$ cat src/rtl/dbs_pkg.sv
package dbs_pkg;
  typedef enum logic [2:0] {
    CMD_NOP = 3'd0,
    CMD_ACT = 3'd1,
    CMD_RD  = 3'd2,
    CMD_WR  = 3'd3,
    CMD_PRE = 3'd4
  } dram_cmd_e;

  typedef enum logic [2:0] {
    ST_IDLE,
    ST_WAIT_ACT,
    ST_WAIT_COL,
    ST_WAIT_DATA,
    ST_BURST
  } seq_state_e;
endpackage

$ cat src/rtl/dbs_delay_timer.sv
module dbs_delay_timer #(
  parameter int TW = 4
) (
  input  logic          clk,
  input  logic          rst,
  input  logic          load,
  input  logic [TW-1:0] load_val,
  output logic          expired
);
  logic [TW-1:0] cnt_q;

  always_ff @(posedge clk) begin
    if (rst)
      cnt_q <= '0;
    else if (load)
      cnt_q <= load_val - TW'(1);
    else if (cnt_q != '0)
      cnt_q <= cnt_q - TW'(1);
  end

  assign expired = (cnt_q == '0);
endmodule

$ cat src/rtl/dbs_burst_gen.sv
module dbs_burst_gen #(
  parameter int BURST_LEN = 8,
  localparam int BW = (BURST_LEN > 2) ? $clog2(BURST_LEN) : 1
) (
  input  logic clk,
  input  logic rst,
  input  logic start,
  output logic active,
  output logic last
);
  logic [BW-1:0] beat_q;

  always_ff @(posedge clk) begin
    if (rst) begin
      active <= 1'b0;
      beat_q <= '0;
    end else if (start) begin
      active <= 1'b1;
      beat_q <= BW'(BURST_LEN - 1);
    end else if (active) begin
      if (beat_q == '0)
        active <= 1'b0;
      else
        beat_q <= beat_q - BW'(1);
    end
  end

  assign last = active && (beat_q == '0);
endmodule

$ cat src/rtl/dbs_row_tracker.sv
module dbs_row_tracker #(
  parameter int ROW_W = 16
) (
  input  logic             clk,
  input  logic             rst,
  input  logic             open_en,
  input  logic             close_en,
  input  logic [ROW_W-1:0] open_row_in,
  input  logic [ROW_W-1:0] cmp_row,
  output logic             is_open,
  output logic [ROW_W-1:0] row_q,
  output logic             hit
);
  always_ff @(posedge clk) begin
    if (rst) begin
      is_open <= 1'b0;
      row_q   <= '0;
    end else if (open_en) begin
      is_open <= 1'b1;
      row_q   <= open_row_in;
    end else if (close_en) begin
      is_open <= 1'b0;
    end
  end

  assign hit = is_open && (row_q == cmp_row);
endmodule

$ cat src/rtl/dram_bank_seq.sv
module dram_bank_seq #(
  parameter int ROW_W     = 16,
  parameter int COL_W     = 10,
  parameter int TW        = 4,
  parameter int BURST_LEN = 8,
  localparam int ADDR_W   = (ROW_W > COL_W) ? ROW_W : COL_W
) (
  input  logic              clk,
  input  logic              rst,
  input  logic              req_valid,
  output logic              req_ready,
  input  logic              req_write,
  input  logic [ROW_W-1:0]  req_row,
  input  logic [COL_W-1:0]  req_col,
  input  logic [TW-1:0]     t_rcd,
  input  logic [TW-1:0]     t_cl,
  input  logic [TW-1:0]     t_rp,
  output logic [2:0]        cmd,
  output logic [ADDR_W-1:0] cmd_addr,
  output logic              data_valid,
  output logic              bank_open,
  output logic [ROW_W-1:0]  open_row
);
  import dbs_pkg::*;

  seq_state_e state_q, state_d;
  dram_cmd_e  cmd_q, cmd_d;
  logic [ADDR_W-1:0] addr_q, addr_d;

  logic [ROW_W-1:0] hold_row;
  logic [COL_W-1:0] hold_col;
  logic             hold_write;

  logic [TW-1:0] rcd_eff, cl_eff, rp_eff, tmr_val;
  logic          tmr_load, tmr_expired;
  logic          burst_start, burst_last;
  logic          trk_open, trk_close, trk_hit;
  logic [ROW_W-1:0] act_row;
  logic          accept;

  assign rcd_eff = (t_rcd == '0) ? TW'(1) : t_rcd;
  assign cl_eff  = (t_cl  == '0) ? TW'(1) : t_cl;
  assign rp_eff  = (t_rp  == '0) ? TW'(1) : t_rp;

  assign accept  = (state_q == ST_IDLE) && req_valid;
  assign act_row = (state_q == ST_IDLE) ? req_row : hold_row;

  dbs_delay_timer #(.TW(TW)) u_timer (
    .clk      (clk),
    .rst      (rst),
    .load     (tmr_load),
    .load_val (tmr_val),
    .expired  (tmr_expired)
  );

  dbs_burst_gen #(.BURST_LEN(BURST_LEN)) u_burst (
    .clk    (clk),
    .rst    (rst),
    .start  (burst_start),
    .active (data_valid),
    .last   (burst_last)
  );

  dbs_row_tracker #(.ROW_W(ROW_W)) u_rows (
    .clk         (clk),
    .rst         (rst),
    .open_en     (trk_open),
    .close_en    (trk_close),
    .open_row_in (act_row),
    .cmp_row     (req_row),
    .is_open     (bank_open),
    .row_q       (open_row),
    .hit         (trk_hit)
  );

  always_comb begin
    state_d     = state_q;
    cmd_d       = CMD_NOP;
    addr_d      = '0;
    tmr_load    = 1'b0;
    tmr_val     = rcd_eff;
    burst_start = 1'b0;
    trk_open    = 1'b0;
    trk_close   = 1'b0;
    case (state_q)
      ST_IDLE: begin
        if (req_valid) begin
          tmr_load = 1'b1;
          if (trk_hit) begin
            cmd_d   = req_write ? CMD_WR : CMD_RD;
            addr_d  = ADDR_W'(req_col);
            tmr_val = cl_eff;
            state_d = ST_WAIT_DATA;
          end else if (bank_open) begin
            cmd_d     = CMD_PRE;
            trk_close = 1'b1;
            tmr_val   = rp_eff;
            state_d   = ST_WAIT_ACT;
          end else begin
            cmd_d    = CMD_ACT;
            addr_d   = ADDR_W'(req_row);
            trk_open = 1'b1;
            tmr_val  = rcd_eff;
            state_d  = ST_WAIT_COL;
          end
        end
      end
      ST_WAIT_ACT: begin
        if (tmr_expired) begin
          cmd_d    = CMD_ACT;
          addr_d   = ADDR_W'(hold_row);
          trk_open = 1'b1;
          tmr_load = 1'b1;
          tmr_val  = rcd_eff;
          state_d  = ST_WAIT_COL;
        end
      end
      ST_WAIT_COL: begin
        if (tmr_expired) begin
          cmd_d    = hold_write ? CMD_WR : CMD_RD;
          addr_d   = ADDR_W'(hold_col);
          tmr_load = 1'b1;
          tmr_val  = cl_eff;
          state_d  = ST_WAIT_DATA;
        end
      end
      ST_WAIT_DATA: begin
        if (tmr_expired) begin
          burst_start = 1'b1;
          state_d     = ST_BURST;
        end
      end
      ST_BURST: begin
        if (burst_last) state_d = ST_IDLE;
      end
      default: state_d = ST_IDLE;
    endcase
  end

  always_ff @(posedge clk) begin
    if (rst) begin
      state_q    <= ST_IDLE;
      cmd_q      <= CMD_NOP;
      addr_q     <= '0;
      hold_row   <= '0;
      hold_col   <= '0;
      hold_write <= 1'b0;
    end else begin
      state_q <= state_d;
      cmd_q   <= cmd_d;
      addr_q  <= addr_d;
      if (accept) begin
        hold_row   <= req_row;
        hold_col   <= req_col;
        hold_write <= req_write;
      end
    end
  end

  assign cmd       = cmd_q;
  assign cmd_addr  = addr_q;
  assign req_ready = (state_q == ST_IDLE);
endmodule

$ cat config.mk
export PLATFORM = sky130hd
export DESIGN_NAME = dram_bank_seq
export DESIGN_NICKNAME = d
export VERILOG_FILES = /design/src/rtl/dbs_pkg.sv /design/src/rtl/dbs_delay_timer.sv /design/src/rtl/dbs_burst_gen.sv /design/src/rtl/dbs_row_tracker.sv /design/src/rtl/dram_bank_seq.sv
export SDC_FILE = /design/constraint.sdc
export NUM_CORES = 1
export LEC_CHECK = 0
export BUFFER_PORTS_ARGS = -buffer_cell sky130_fd_sc_hd__buf_4
export CORE_ASPECT_RATIO = 1.1
export CORE_MARGIN = 2
export CORE_UTILIZATION = 35
export CTS_BUF_LIST = sky130_fd_sc_hd__clkbuf_4 sky130_fd_sc_hd__clkbuf_8 sky130_fd_sc_hd__clkbuf_16
export DETAILED_ROUTE_END_ITERATION = 16
export PLACE_DENSITY = 0.65
export SLEW_MARGIN = 20
export SYNTH_ARGS = -nofsm -noshare
export SYNTH_HDL_FRONTEND = slang
export SYNTH_SLANG_ARGS = --single-unit
export TNS_END_PERCENT = 1
$ cat constraint.sdc
create_clock -name clk -period 5.1 [get_ports clk]
set_input_delay 0.255 -clock clk [delete_from_list [all_inputs] [get_ports clk]]
set_output_delay 0.255 -clock clk [all_outputs]
set_load 0.005 [all_outputs]
Yosys cells after proc, flatten, opt, wreduce, memory -nomap -nowiden
Index checks and enable logic that the tools add are counted.

Multiply operators: 0. Order comparisons: 0. Reductions and logical operators: 16. Bitwise gates (word level): 0. Shifts and indexed selects: 0. Mux-type cells: 53. Equality and inequality tests: 11. $add $sub $neg: 3. Div/mod/pow operators: 0.

Operators with widths (number): $mux W16 (5); $pmux W16 S3 (1); $mux W4 (9); $mux W3 (11); $mux W1 (18); $eq A16 B16 Y1 (1); $logic_not A4 Y1 (4); $pmux W3 S5 (1); $ne A2 B2 Y1 const B (6); $mux W10 (1); $pmux W3 S3 (1); $pmux W4 S2 (1); $sub A4 B1 Y4 const B (2); $eq A3 B2 Y1 const B (2); $logic_not A3 Y1 (2); $mux W2 (3); $reduce_bool A2 Y1 (3); $reduce_and A5 Y1 (1); $pmux W1 S2 (2); $reduce_bool A4 Y1 (1); $eq A3 B1 Y1 const B (1); $eq A3 B3 Y1 const B (1); $logic_and A1 B1 Y1 (3); $sub A3 B1 Y3 const B (1); other kinds (2) (2).

Bits in read-only memories: 0. Latch bits: 0. Word-level logic and storage cells: 94. Bits in registers: 74. Memories kept: 0. Input port bits: 42. Bits in writable memories: 0. Output and inout bits: 38.

Depth between registers and ports, before layout
Word-level depth: 8. Depth in mapped cells: 9. Mapped depth without buffers: 8.

Hierarchy
A second synthesis with hierarchy kept.

Cells, all modules: 411. Area total of the unflattened synthesis: 3572.2 um^2.

Modules (own cells, without submodules): dram_bank_seq (times used 1, area an instance 2364.8 um^2, cells an instance 288, seq. area each 980.9 um^2); dbs_row_tracker (times used 1, area an instance 774.5 um^2, cells an instance 78, seq. area each 340.3 um^2); dbs_delay_timer (times used 1, area an instance 222.7 um^2, cells an instance 22, seq. area each 80.1 um^2); dbs_burst_gen (times used 1, area an instance 210.2 um^2, cells an instance 23, seq. area each 80.1 um^2).

Least setup slack after synthesis
Ideal clock, no wire load.

Path type: reg2reg. From: register u_rows.row_q[11]. To: register u_timer.cnt_q[2]. Buffers on the path: 1. Data required time: 4.974 ns. Period minus slack after synthesis: 2.146 ns. Data arrival time: 2.020 ns. Stages on the path, launching flop included: 10. Setup time: 0.126 ns. Slack: 2.954 ns. Cells stage by stage: dfxtp_1 -> xnor2_1 -> nand4_1 -> or4_1 -> buf_4 -> mux2i_1 -> a32oi_1 -> ha_1 -> nand2b_1 -> mux2i_1.

Cells in the longest elaborated chain, start to end: 7.

Ends and longest elaborated chain: start: declaration (line dbs_row_tracker.sv:11) `output logic [ROW_W-1:0] row_q,`; start signal: assignment (line dbs_row_tracker.sv:20) `row_q <= open_row_in;`; $eq A16 B16 Y1 (line dbs_row_tracker.sv:26) `assign hit = is_open && (row_q == cmp_row);`; $logic_and A1 B1 Y1 (line dbs_row_tracker.sv:26); $mux W4 (line dram_bank_seq.sv:89) `if (trk_hit) begin`; $mux W4 (line dram_bank_seq.sv:87) `if (req_valid) begin`; $pmux W4 S2 (line dram_bank_seq.sv:85) `case (state_q)`; $sub A4 B1 Y4 (line dbs_delay_timer.sv:16) `cnt_q <= load_val - TW'(1);`; $mux W4 (line dbs_delay_timer.sv:15) `else if (load)`; end signal: assignment (line dbs_delay_timer.sv:16); end signal: assignment (line dbs_delay_timer.sv:18) `cnt_q <= cnt_q - TW'(1);`; end: declaration (line dbs_delay_timer.sv:10) `logic [TW-1:0] cnt_q;`.

No other way between the ends. A chain may end at the register's enable or synchronous reset.

Worst setup path in the final report
From: register state_q[0]. To: register addr_q[15] (netlist: cmd_addr[15]).

Cells in the longest elaborated chain, start to end: 2. Elaborated cells between the ends (all ways): 4. Classes of those cells: eq/ne (2); mux (1); reduce/logical (1).

Ends and longest elaborated chain: start: declaration (line dram_bank_seq.sv:26) `seq_state_e state_q, state_d;`; start signal: assignment (line dram_bank_seq.sv:149) `state_q <= state_d;`; $eq A3 B2 Y1 (tied with other cells) (line dram_bank_seq.sv:85); $pmux W16 S3 (*) (line dram_bank_seq.sv:85); end signal: assignment (line dram_bank_seq.sv:151) `addr_q <= addr_d;`; end: declaration (line dram_bank_seq.sv:28) `logic [ADDR_W-1:0] addr_q, addr_d;`.

Mark *: on every way between the ends. The rest lies on a longest branch, timed or not.

==> summary.md <==
| Metric | Value |
|---|---|
| Maximum operating frequency | 319.7 MHz |
| Crit start category | register |
| CTS tree | yes |
| Yosys reg bits | 74 |
| Hold_buf cts | 0 |
| Slew HR | 0.3956 |
| Placed inst area | between 3000 and 4000 µm² |
| Io pins | 80 |
| Remaining design rule violation count | 0 |
| CP arrival | 3400 ps |
| Fin Clk Skew | 9.706 ps |
| Setup-failing EPs final | 0 |
| Horiz. Die Dim | about 97 µm |
| YS warnings | 0 |
| Global routing usage on met1 | 0.2281 |
| Total gr overflow | 0 |
| Count of cell types in the netlist | 43 |
| Die height | 106.1 µm |
| Avg Cell Area, Syn | 8.167 µm² |
| Classification of the worst setup path | register to register |
| Longest Clk Path Bufs | 2 |
| Final Critical Period | 3128 ps |
| Mapped Nets | 451 |
| Crit-path max FO | 22 |
| Total chip power | 0.002139 W |
| Post-synthesis sequential area ratio | 0.4468 |
| Post-CTS Resized | 0 |
| Wire per inst | 15.01 µm |
| Hold Path Class | input port to register |
| Outcome | completed |
| RSZ-0062 raised after global routing | false |
| Initial DRC Count | 230 |
| Peak VDD IR | 172.4 µV |
| Final #Nets | 518 |
| DR pass1 iterations | 4 |
| Period utilisation layout | 0.6134 |
| Core area | 9305 µm² |
| Post-CTS setup buffers | 0 |
| Final Wtd Congestion | between 0.8 and 0.9 |
| Leading cell types in the layout, fill and taps excluded | 91 x nand2_1, 81 x buf_4, 74 x dfxtp_1, 57 x a21oi_1, 27 x nor2_1 |
| Worst EP required | 5380 ps |
| Cell Area, Synth | 3316 µm² |
| Layout overhead on the synthesized area | 26.15% |
| Total GRT Usage | 0.1752 |
| Clk Latency, worst-skew pair | 350 ps |
| M3 GR Usage | 0.03748 |
| Via count | 3099 |
| Asr flop ratio synth | 0 |
| Crit end category | register |
| Dpl hpwl | 6409 µm |
| Max cap viols | 0 |
| Vias in the first global route | roughly 3000 |
| Drt total wl | 8929 µm |
| TritonCTS Buffers | 9 |
| H-tree Lvls | 3 |
| Least-Margin Pin Slew | 902.7 ps |
| CTS sink cnt | 74 |
| CTS root buf | clkbuf_8 |
| Pleak | 1.658 nW |
| Clock Pin Slew Worst Setup and Hold Paths | 80 ps |
| Initial Util | 0.3563 |
| Fin area | around 4200 µm² |
| Most used routing layer | met2 |
| Synth Flop Type | dfxtp_1 |
| Most common cell after layout, fill and taps aside | nand2_1 |
| Die footprint | 10270 µm² |
| Power Density | 511.4 nW/µm² |
| Global-route wire length before repair | around 15000 µm |
| Final slew viol count | 0 |
| # rows | 37 |
| Antenna viol nets, final | 0 |
| Largest net degree at the start of global routing | 55 |
| Final number of hold-violating endpoints | 0 |
| Avg Vias per Cell | 5.208 |
| Fin util | 0.4495 |
| Antenna cells | 0 |
| EDFF count, synth | 0 |
| Placed Cells | 579 |
| Share of cells above drive strength 1 | 0.2385 |
| GR Util met2 | 0.2798 |
| Initial antenna violation count | 0 |
| Post-route setup TNS | 0 ps |
| Layout Cells excl Fill | 595 |
| Mapped Cells | 406 |
| Buffers on Ports | 79 |
-- state kept, by name, summed over array words and instances (netlist names) --
signal          cells
cmd                 3
u_burst.active      1
hold_col           10
hold_row           16
state_q             3
u_burst.beat_q      3
u_rows.row_q       16
u_timer.cnt_q       4
hold_write          1
u_rows.is_open      1
cmd_addr           16
-- power breakdown --
part	total, W	leakage [nW]	internal (W)	switching (W)
sequential	0.000822	0.605	0.000705	0.000118
combinational	0.000833	0.947	0.000373	0.000460
clock	0.000483	0.106	0.000255	0.000229
total	0.00214	1.66	0.00133	0.000807
-- synthesized netlist by cell type (all sizes together) (3+ instances only) --
cell,number,area share
a211oi,7,0.016
a21oi,57,0.086
a31oi,10,0.019
buf,11,0.017
clkbuf,14,0.016
dfxtp,74,0.45
ha,3,0.011
inv,9,0.010
mux2,8,0.027
mux2i,8,0.024
nand2,91,0.10
nand3,13,0.020
nand4,4,0.0075
nor2,29,0.036
nor2b,5,0.0094
nor3,12,0.022
o21ai,4,0.0060
o41ai,3,0.0079
or3,3,0.0057
xnor2,17,0.045
-- worst paths after layout --
path,to,depth (start not counted),slack (ps),from
worst max-delay path,cmd_addr[15]$_SDFF_PP0_,6,1970,state_q[0]$_SDFFE_PP0P_
worst min-delay path,hold_col[3]$_SDFFE_PP0P_,3,150,req_col[3]
worst max register to register,cmd_addr[15]$_SDFF_PP0_,6,1970,state_q[0]$_SDFFE_PP0P_
worst min register to register,hold_col[3]$_SDFFE_PP0P_,2,460,hold_col[3]$_SDFFE_PP0P_
-- worst max-delay path: stages, from the launching register on --
cell,delay (ps)
dfxtp_1,500
nor3_4,770
nand2_1,580
nor2_2,340
or2_2,430
nand3_1,280
nor2_1,150
-- cell type report --
| cell class | instances | area, µm² |
|---|---|---|
| inverter | 9 | 33.78 |
| sequential | 74 | 1481 |
| tap | 117 | 146.4 |
| clock buffer | 11 | 151.4 |
| fill | 924 | 5122 |
| timing repair buffer | 81 | 608.1 |
| clock inverter | 5 | 60.06 |
| multi-input combinational | 298 | 1702 |
-- logic make-up (layout without fill, tap and decap cells) --
kind of cell | count (synthesis) | after routing | synth area share
mux | 16 | 16 | 0.05132
flops | 74 | 74 | 0.4468
xor+xnor | 17 | 17 | 0.04490
fa+ha+maj | 3 | 3 | 0.01132
buf+inv | 34 | 106 | 0.04264
compound gates | 93 | 93 | 0.1683
simple gates | 169 | 169 | 0.2347
-- layer usage --
| layer | wire length [µm] | up-vias |
|---|---|---|
| li1 | - | 1545 |
| met1 | 4043 | 1430 |
| met2 | 4194 | 111 |
| met3 | 520 | 13 |
| met4 | 172 | 0 |
| met5 | 0 | - |
-- through the flow --
stage | setup slack [ps] | hold slack [ps]
2_1_floorplan | 2954 | 391.0
3_3_place_gp | 2143 | 439.1
3_5_place_dp | 1958 | 446.7
4_1_cts | 1931 | 151.4
5_1_grt | 1592 | 152.8
6_report | 1972 | 155.0
Power figures use the tool's default switching activity.
